### src/rtl/vol_pkg.sv
package vol_pkg;

   // Code that maps to 0 dB
   localparam int UNITY_CODE = 195;

   // Fixed-point coefficient for one gain code: round(2^frac * 10^((code-unity)/40)),
   // capped at the coefficient range; code 0 is a hard mute.
   function automatic int unsigned coef_of(input int code, input int unity,
                                           input int frac_w, input int mant_w);
      real g;
      real v;
      int unsigned lim;
      lim = (32'd1 << mant_w) - 32'd1;
      if (code == 0) return 0;
      g = 10.0 ** ((real'(code) - real'(unity)) / 40.0);
      v = g * real'(32'd1 << frac_w) + 0.5;
      if (v >= real'(lim)) return lim;
      return int'($rtoi(v));
   endfunction

endpackage

### src/rtl/vol_chan_ctrl.sv
module vol_chan_ctrl #(
   parameter int CODE_W     = 8,
   parameter int TO_LOG2    = 17,
   parameter int RESET_CODE = 195
) (
   input  logic              clk,
   input  logic              rst_n,
   input  logic              wr_sel,
   input  logic [CODE_W-1:0] wr_code,
   input  logic              commit,
   input  logic              in_valid,
   input  logic              sample_sign,
   input  logic              zc_en,
   input  logic              to_en,
   output logic [CODE_W-1:0] act_code,
   output logic              pending
);
   localparam logic [TO_LOG2-1:0] TO_LAST = '1;

   logic [CODE_W-1:0]  hold_code;
   logic [CODE_W-1:0]  target_code;
   logic [CODE_W-1:0]  commit_val;
   logic [TO_LOG2-1:0] quiet_cnt;
   logic               prev_sign;
   logic               crossed;
   logic               timed_out;
   logic               apply;

   assign commit_val = wr_sel ? wr_code : hold_code;
   assign crossed    = in_valid && (sample_sign != prev_sign);
   assign timed_out  = to_en && in_valid && (quiet_cnt == TO_LAST);
   assign apply      = pending && (!zc_en || crossed || timed_out);

   always_ff @(posedge clk or negedge rst_n) begin
      if (!rst_n) begin
         hold_code   <= CODE_W'(RESET_CODE);
         target_code <= CODE_W'(RESET_CODE);
         act_code    <= CODE_W'(RESET_CODE);
         pending     <= 1'b0;
         prev_sign   <= 1'b0;
         quiet_cnt   <= '0;
      end else begin
         if (wr_sel) hold_code <= wr_code;
         if (in_valid) prev_sign <= sample_sign;

         if (commit || !pending) quiet_cnt <= '0;
         else if (in_valid)      quiet_cnt <= quiet_cnt + 1'b1;

         if (commit) begin
            target_code <= commit_val;
            pending     <= 1'b1;
         end else if (apply) begin
            act_code <= target_code;
            pending  <= 1'b0;
         end
      end
   end
endmodule

### src/rtl/vol_scaler.sv
module vol_scaler #(
   parameter int SAMPLE_W = 16,
   parameter int CODE_W   = 8,
   parameter int MANT_W   = 16,
   parameter int FRAC_W   = 11,
   parameter int UNITY    = 195
) (
   input  logic                       clk,
   input  logic                       rst_n,
   input  logic                       in_valid,
   input  logic signed [SAMPLE_W-1:0] sample,
   input  logic [CODE_W-1:0]          code,
   output logic signed [SAMPLE_W-1:0] scaled
);
   localparam int NCODES = 1 << CODE_W;
   localparam int PW     = SAMPLE_W + MANT_W + 1;
   localparam logic signed [PW-1:0] HI = {{(PW-SAMPLE_W+1){1'b0}}, {(SAMPLE_W-1){1'b1}}};
   localparam logic signed [PW-1:0] LO = {{(PW-SAMPLE_W+1){1'b1}}, {(SAMPLE_W-1){1'b0}}};

   logic [MANT_W-1:0] coef_tab [NCODES];

   for (genvar i = 0; i < NCODES; i++) begin : g_lut
      localparam logic [MANT_W-1:0] COEF =
         MANT_W'(vol_pkg::coef_of(i, UNITY, FRAC_W, MANT_W));
      assign coef_tab[i] = COEF;
   end

   logic signed [PW-1:0] s_ext, c_ext, prod, shifted;
   logic signed [SAMPLE_W-1:0] clamped;

   always_comb begin
      s_ext   = {{(MANT_W+1){sample[SAMPLE_W-1]}}, sample};
      c_ext   = {{(SAMPLE_W+1){1'b0}}, coef_tab[code]};
      prod    = s_ext * c_ext;
      shifted = prod >>> FRAC_W;
      if (shifted > HI)      clamped = HI[SAMPLE_W-1:0];
      else if (shifted < LO) clamped = LO[SAMPLE_W-1:0];
      else                   clamped = shifted[SAMPLE_W-1:0];
   end

   always_ff @(posedge clk or negedge rst_n) begin
      if (!rst_n)        scaled <= '0;
      else if (in_valid) scaled <= clamped;
   end
endmodule

### src/rtl/dvol_stereo.sv
module dvol_stereo #(
   parameter int SAMPLE_W = 16,
   parameter int CODE_W   = 8,
   parameter int MANT_W   = 16,
   parameter int TO_LOG2  = 17
) (
   input  logic                       clk,
   input  logic                       rst_n,
   input  logic                       in_valid,
   input  logic signed [SAMPLE_W-1:0] in_l,
   input  logic signed [SAMPLE_W-1:0] in_r,
   input  logic                       wr_l,
   input  logic                       wr_r,
   input  logic [CODE_W-1:0]          wr_code,
   input  logic                       wr_upd,
   input  logic                       zc_en,
   input  logic                       to_en,
   output logic                       out_valid,
   output logic signed [SAMPLE_W-1:0] out_l,
   output logic signed [SAMPLE_W-1:0] out_r
);
   localparam int NCH    = 2;
   localparam int INT_W  = 5;               // integer bits: covers +30 dB (x31.6)
   localparam int FRAC_W = MANT_W - INT_W;

   if (SAMPLE_W < 4 || SAMPLE_W > 32) begin : g_bad_sample
      $error("dvol_stereo: SAMPLE_W out of range 4..32");
   end
   if (CODE_W < 8 || CODE_W > 10) begin : g_bad_code
      $error("dvol_stereo: CODE_W out of range 8..10");
   end
   if (MANT_W < 8 || MANT_W > 24) begin : g_bad_mant
      $error("dvol_stereo: MANT_W out of range 8..24");
   end
   if (TO_LOG2 < 2 || TO_LOG2 > 24) begin : g_bad_to
      $error("dvol_stereo: TO_LOG2 out of range 2..24");
   end

   logic                       commit;
   logic [NCH-1:0]             wr_sel;
   logic signed [SAMPLE_W-1:0] s_in  [NCH];
   logic signed [SAMPLE_W-1:0] s_out [NCH];
   logic [CODE_W-1:0]          act_code [NCH];
   logic [NCH-1:0]             pend;

   assign commit = wr_upd && (wr_l || wr_r);
   assign wr_sel = {wr_r, wr_l};
   assign s_in[0] = in_l;
   assign s_in[1] = in_r;

   for (genvar c = 0; c < NCH; c++) begin : g_ch
      vol_chan_ctrl #(
         .CODE_W     (CODE_W),
         .TO_LOG2    (TO_LOG2),
         .RESET_CODE (vol_pkg::UNITY_CODE)
      ) u_ctrl (
         .clk         (clk),
         .rst_n       (rst_n),
         .wr_sel      (wr_sel[c]),
         .wr_code     (wr_code),
         .commit      (commit),
         .in_valid    (in_valid),
         .sample_sign (s_in[c][SAMPLE_W-1]),
         .zc_en       (zc_en),
         .to_en       (to_en),
         .act_code    (act_code[c]),
         .pending     (pend[c])
      );

      vol_scaler #(
         .SAMPLE_W (SAMPLE_W),
         .CODE_W   (CODE_W),
         .MANT_W   (MANT_W),
         .FRAC_W   (FRAC_W),
         .UNITY    (vol_pkg::UNITY_CODE)
      ) u_scale (
         .clk      (clk),
         .rst_n    (rst_n),
         .in_valid (in_valid),
         .sample   (s_in[c]),
         .code     (act_code[c]),
         .scaled   (s_out[c])
      );
   end

   always_ff @(posedge clk or negedge rst_n) begin
      if (!rst_n) out_valid <= 1'b0;
      else        out_valid <= in_valid;
   end

   assign out_l = s_out[0];
   assign out_r = s_out[1];
endmodule

### config.mk
export PLATFORM = sky130hd
export DESIGN_NAME = dvol_stereo
export DESIGN_NICKNAME = d
export VERILOG_FILES = /design/src/rtl/vol_pkg.sv /design/src/rtl/vol_chan_ctrl.sv /design/src/rtl/vol_scaler.sv /design/src/rtl/dvol_stereo.sv
export SDC_FILE = /design/constraint.sdc
export NUM_CORES = 2
export LEC_CHECK = 0
export BUFFER_PORTS_ARGS = -buffer_cell sky130_fd_sc_hd__buf_2
export CAP_MARGIN = 25
export CORE_UTILIZATION = 70
export DETAILED_ROUTE_END_ITERATION = 6
export PLACE_DENSITY = 0.95
export SETUP_SLACK_MARGIN = 0.5
export SLEW_MARGIN = 20
export SYNTH_ARGS = -nofsm -noshare
export SYNTH_HDL_FRONTEND = slang
export SYNTH_SLANG_ARGS = --single-unit
### constraint.sdc
create_clock -name clk -period 17.44 [get_ports clk]
set_input_delay 2.616 -clock clk [delete_from_list [all_inputs] [get_ports clk]]
set_output_delay 2.616 -clock clk [all_outputs]
set_load 0.01 [all_outputs]
==> impl_metrics.prom <==
# TYPE chip_impl_metric gauge
chip_impl_info{name="run_status",value="finished, violations left"} 1
chip_impl_info{name="violations",value="design-rule violations"} 1
chip_impl_metric{name="grt_start_max_net_pins",unit=""} 103
chip_impl_metric{name="clk_path_buf_depth",unit=""} 2
chip_impl_metric{name="yosys_register_bits",unit=""} 119
chip_impl_metric{name="ctsResizeCount",unit=""} 0
chip_impl_info{name="ys_dominant_reg_cell",value="sky130_fd_sc_hd__dfrtp_1"} 1
chip_impl_metric{name="synth_enable_flop_cells",unit=""} 0
chip_impl_metric{name="min_delay_path_depth",unit=""} 2
chip_impl_metric{name="total_of_buffers_placed_on_input_and_output_ports",unit=""} 80
chip_impl_metric{name="postRouteWirelength",unit="mm"} 89.4
chip_impl_metric{name="wire_length_of_the_first_global_routing_pass",unit="mm"} 145
chip_impl_metric{name="finalMaxSlewViolations",unit=""} 0
chip_impl_metric{name="synth_compound_area_share",unit="%"} 13.9
chip_impl_info{name="path_common_cell",value="sky130_fd_sc_hd__fa_1"} 1
chip_impl_metric{name="cts_num_sinks",unit=""} 119
chip_impl_metric{name="worst_reg2reg_path_length_in_cells",unit=""} 30
chip_impl_metric{name="report.final.setup_viol",unit=""} 0
chip_impl_metric{name="critPathMaxFanout",unit=""} 32
chip_impl_metric{name="htree_levels",unit=""} 4
chip_impl_metric{name="synth.avg_cell_area",unit="µm²"} 8.26
chip_impl_info{name="min_from",value="g_ch[0].u_ctrl.target_code[1]$_DFFE_PN1P_"} 1
chip_impl_info{name="cts-root-buf",value="sky130_fd_sc_hd__clkbuf_16"} 1
chip_impl_metric{name="cts_buffers",unit=""} 17
chip_impl_metric{name="detail_route.drc_violations",unit=""} 10
chip_impl_metric{name="timing.max_cap.violations",unit=""} 0
chip_impl_metric{name="post_cts_buffers",unit=""} 0
chip_impl_metric{name="ys.warnings.count",unit=""} 0
chip_impl_metric{name="detailroute.via_count",unit=""} 25861
chip_impl_metric{name="groute.usage.overall",unit="%"} 46.0
chip_impl_metric{name="mappedNetlistNets",unit=""} 4035
chip_impl_metric{name="flow.area_growth_from_synthesis",unit="%"} 4.64
chip_impl_metric{name="final-hold-violation-count",unit=""} 0
chip_impl_metric{name="dr.pass1.iters",unit=""} 7
chip_impl_metric{name="detail-route-antenna-nets",unit=""} 0
chip_impl_metric{name="clock_skew",unit="ns"} 0.0201
chip_impl_info{name="synth_top_family_by_area",value="adder cells"} 1
chip_impl_metric{name="globalRouteOverflowTotal",unit=""} 0
chip_impl_metric{name="tightestPinTransition",unit="ns"} 1.07
chip_impl_metric{name="regToRegSetupSlack",unit="ns"} 6.40
chip_impl_metric{name="arrival",unit="ns"} 11.40
chip_impl_info{name="crit_path_end_kind",value="register"} 1
chip_impl_metric{name="ctsHoldBuffers",unit=""} 0
chip_impl_metric{name="via_count_of_the_first_global_routing_pass",unit=""} 27812
chip_impl_metric{name="io_pins",unit=""} 81
chip_impl_metric{name="yosys.area_share.xor_xnor",unit="%"} 2.16
chip_impl_metric{name="min_period",unit="ns"} 11.04
chip_impl_metric{name="fmax",unit="GHz"} 0.0906
chip_impl_info{name="worstReg2RegStart",value="g_ch[0].u_ctrl.act_code[1]$_DFFE_PN1P_"} 1
chip_impl_metric{name="avgRoutedWirePerCell",unit="µm"} 23.5
chip_impl_metric{name="synth-adder-area-share",unit="%"} 40.2
chip_impl_metric{name="synth.mux.area_fraction",unit="%"} 2.76
chip_impl_metric{name="synth_cells",unit=""} 3333
chip_impl_metric{name="dieHeight",unit="µm"} 200
chip_impl_metric{name="core_region_area",unit="µm²"} 38700
chip_impl_metric{name="postSynth.asyncResetShare",unit="%"} 100
chip_impl_metric{name="floorplan.die_area",unit="µm²"} 40100
chip_impl_metric{name="clock_insertion_delay_worst_skew",unit="ns"} 0.45
chip_impl_info{name="min_delay_worst_type",value="register to register"} 1
chip_impl_info{name="min_to",value="g_ch[0].u_ctrl.act_code[1]$_DFFE_PN1P_"} 1
chip_impl_metric{name="first_iter_violations",unit=""} 3474
chip_impl_info{name="critical_path_class",value="register to register"} 1
chip_impl_info{name="reg_to_reg_end",value="g_ch[0].u_scale.scaled[12]$_DFFE_PN0P_"} 1
chip_impl_info{name="worstSetupStartpointType",value="register"} 1
chip_impl_metric{name="drive_above_1_share",unit="%"} 7.76
chip_impl_metric{name="initial_core_util",unit="%"} 71.1
chip_impl_metric{name="antenna_found_initial",unit=""} 5
chip_impl_metric{name="seq_area_frac_synth",unit="%"} 10.9
chip_impl_metric{name="clk_pin_slew",unit="ns"} 0.06
chip_impl_metric{name="synth_simple_gate_area_share",unit="%"} 20.1
chip_impl_metric{name="critical-path-max-stage-delay",unit="ns"} 0.96
chip_impl_metric{name="timing.max_slew.rel_slack",unit="%"} 28.5
chip_impl_info{name="critical-path-slowest-cell",value="sky130_fd_sc_hd__dfstp_2"} 1
chip_impl_metric{name="gp_congestion",unit=""} 1.00
chip_impl_metric{name="netlist-cell-type-count",unit=""} 90
chip_impl_metric{name="final_min_period_over_clock_period",unit="%"} 63.3
chip_impl_metric{name="num-fill-cells",unit=""} 2576
chip_impl_metric{name="data_required_time_at_the_worst_endpoint",unit="ns"} 17.80
chip_impl_info{name="tritoncts",value="done"} 1
chip_impl_info{name="rsz0062_at_grt",value="false"} 1
chip_impl_metric{name="std_cell_rows",unit=""} 72
chip_impl_metric{name="die_w",unit="µm"} 200
chip_impl_metric{name="cell_area_after_technology_mapping",unit="µm²"} 27500
chip_impl_metric{name="detail_route.vias_per_cell",unit=""} 6.79
chip_impl_metric{name="dpl.hpwl",unit="mm"} 63.8
chip_impl_metric{name="final.setup.tns",unit="ns"} 0
chip_impl_metric{name="finalNetCount",unit=""} 3978
[cell usage after synthesis (24+ instances only)]
cell type	number	share of area, %
sky130_fd_sc_hd__nor3_1	39	0.71
sky130_fd_sc_hd__o211ai_1	29	0.79
sky130_fd_sc_hd__clkbuf_1	160	2.2
sky130_fd_sc_hd__inv_1	513	7.0
sky130_fd_sc_hd__o21ai_0	153	2.8
sky130_fd_sc_hd__nor2b_1	44	1.0
sky130_fd_sc_hd__nand3_1	55	1.0
sky130_fd_sc_hd__dfstp_2	24	2.3
sky130_fd_sc_hd__and3_1	30	0.68
sky130_fd_sc_hd__nand2b_1	52	1.2
sky130_fd_sc_hd__dfrtp_1	95	8.6
sky130_fd_sc_hd__fa_1	386	28
sky130_fd_sc_hd__xor2_1	32	1.0
sky130_fd_sc_hd__and2_1	252	5.7
sky130_fd_sc_hd__mux2_2	40	1.6
sky130_fd_sc_hd__a21oi_1	160	2.9
sky130_fd_sc_hd__nand2_1	404	5.5
sky130_fd_sc_hd__a211oi_1	28	0.76
sky130_fd_sc_hd__a21o_1	34	0.93
sky130_fd_sc_hd__ha_1	268	12
sky130_fd_sc_hd__xnor2_1	36	1.1
sky130_fd_sc_hd__a31oi_1	28	0.64
sky130_fd_sc_hd__nor2_1	178	2.4
[metrics by stage]
stage	util, %	std cells	worst slack (ns)	cell area (µm²)	hold slack, ns
after floorplan	-	3333	8.38	27500	0.444
after global routing	74.4	3809	5.97	28800	0.511
final	74.4	3809	6.40	28800	0.488
after CTS	74.3	3805	6.59	28800	0.488
after global placement	72.7	3772	6.49	28100	0.458
after detailed placement	72.7	3774	6.69	28200	0.478
[cell type report]
class                      count  area (µm²)  share of cell area [%]
clock inverter                13         170                   0.590
multi-input combinational   2499       21900                    75.9
antenna                        3        7.51                  0.0260
clock buffer                  18         439                    1.52
tap                          518         648                    2.25
sequential                   119        3010                    10.5
inverter                     517        1940                    6.73
timing repair buffer         122         722                    2.51
[cell usage in the layout, fill, tap and decap left out, types with 39 or more instances in the layout]
master	count
sky130_fd_sc_hd__nor2_1	178
sky130_fd_sc_hd__fa_1	386
sky130_fd_sc_hd__o21ai_0	152
sky130_fd_sc_hd__a21oi_1	160
sky130_fd_sc_hd__and2_1	252
sky130_fd_sc_hd__mux2_2	40
sky130_fd_sc_hd__buf_2	79
sky130_fd_sc_hd__nor2b_1	44
sky130_fd_sc_hd__nand2_1	404
sky130_fd_sc_hd__dfrtp_1	90
sky130_fd_sc_hd__inv_1	513
sky130_fd_sc_hd__nand2b_1	52
sky130_fd_sc_hd__nand3_1	55
sky130_fd_sc_hd__nor3_1	39
sky130_fd_sc_hd__buf_4	42
sky130_fd_sc_hd__ha_1	268
[worst max path at each step]
| stage | startpoint | to | slack (ns) | cells past startpoint |
|---|---|---|---|---|
| finish | g_ch[0].u_ctrl.act_code[1]$_DFFE_PN1P_ | g_ch[0].u_scale.scaled[12]$_DFFE_PN0P_ | 6.40 | 30 |
| global route | g_ch[0].u_ctrl.act_code[1]$_DFFE_PN1P_ | g_ch[0].u_scale.scaled[14]$_DFFE_PN0P_ | 5.97 | 32 |
| CTS | g_ch[1].u_ctrl.act_code[1]$_DFFE_PN1P_ | g_ch[1].u_scale.scaled[4]$_DFFE_PN0P_ | 6.59 | 32 |
| detailed placement | g_ch[1].u_ctrl.act_code[1]$_DFFE_PN1P_ | g_ch[1].u_scale.scaled[9]$_DFFE_PN0P_ | 6.69 | 32 |
| global placement | g_ch[0].u_ctrl.act_code[1]$_DFFE_PN1P_ | g_ch[0].u_scale.scaled[5]$_DFFE_PN0P_ | 6.49 | 32 |
| floorplan | g_ch[0].u_ctrl.act_code[0]$_DFFE_PN1P_ | g_ch[0].u_scale.scaled[11]$_DFFE_PN0P_ | 8.38 | 35 |
[logic make-up after synthesis]
family	count (synthesis)
fa+ha+maj	654
simple gates	1129
flops	119
compound gates	587
xor+xnor	68
mux	61
buf+inv	715
[state kept, by name (all words and copies together), names as in the netlist]
register and flops:
g_ch.u_ctrl.act_code 16, g_ch.u_ctrl.hold_code 16, g_ch.u_ctrl.target_code 16, g_ch.u_ctrl.quiet_cnt 34, out_valid 1, g_ch.u_scale.scaled 32
g_ch.u_ctrl.prev_sign 2, g_ch.u_ctrl.pending 2
[critical path: cells and delay by family, from the launching register on]
kind                     cells  cell delay [ns]
adder cells (fa/ha/maj)      8             4.15
AO/OA/AOI/OAI               11             3.54
AND/OR/NAND/NOR              5             1.07
flip-flops                   1             0.96
multiplexers                 1             0.54
buffers and inverters        4             0.41
XOR/XNOR                     1             0.24
[layer usage]
layer	vias up	GRT usage (%)	share of wire [%]
li1	10747	-	-
met3	686	10.7	11
met4	2	36.6	8.8
met5	-	0	0.018
met1	12321	52.7	33
met2	2105	74.2	47
Power is not shown: default switching activity piles up to over one toggle a cycle in this logic, so the estimate is an artifact.
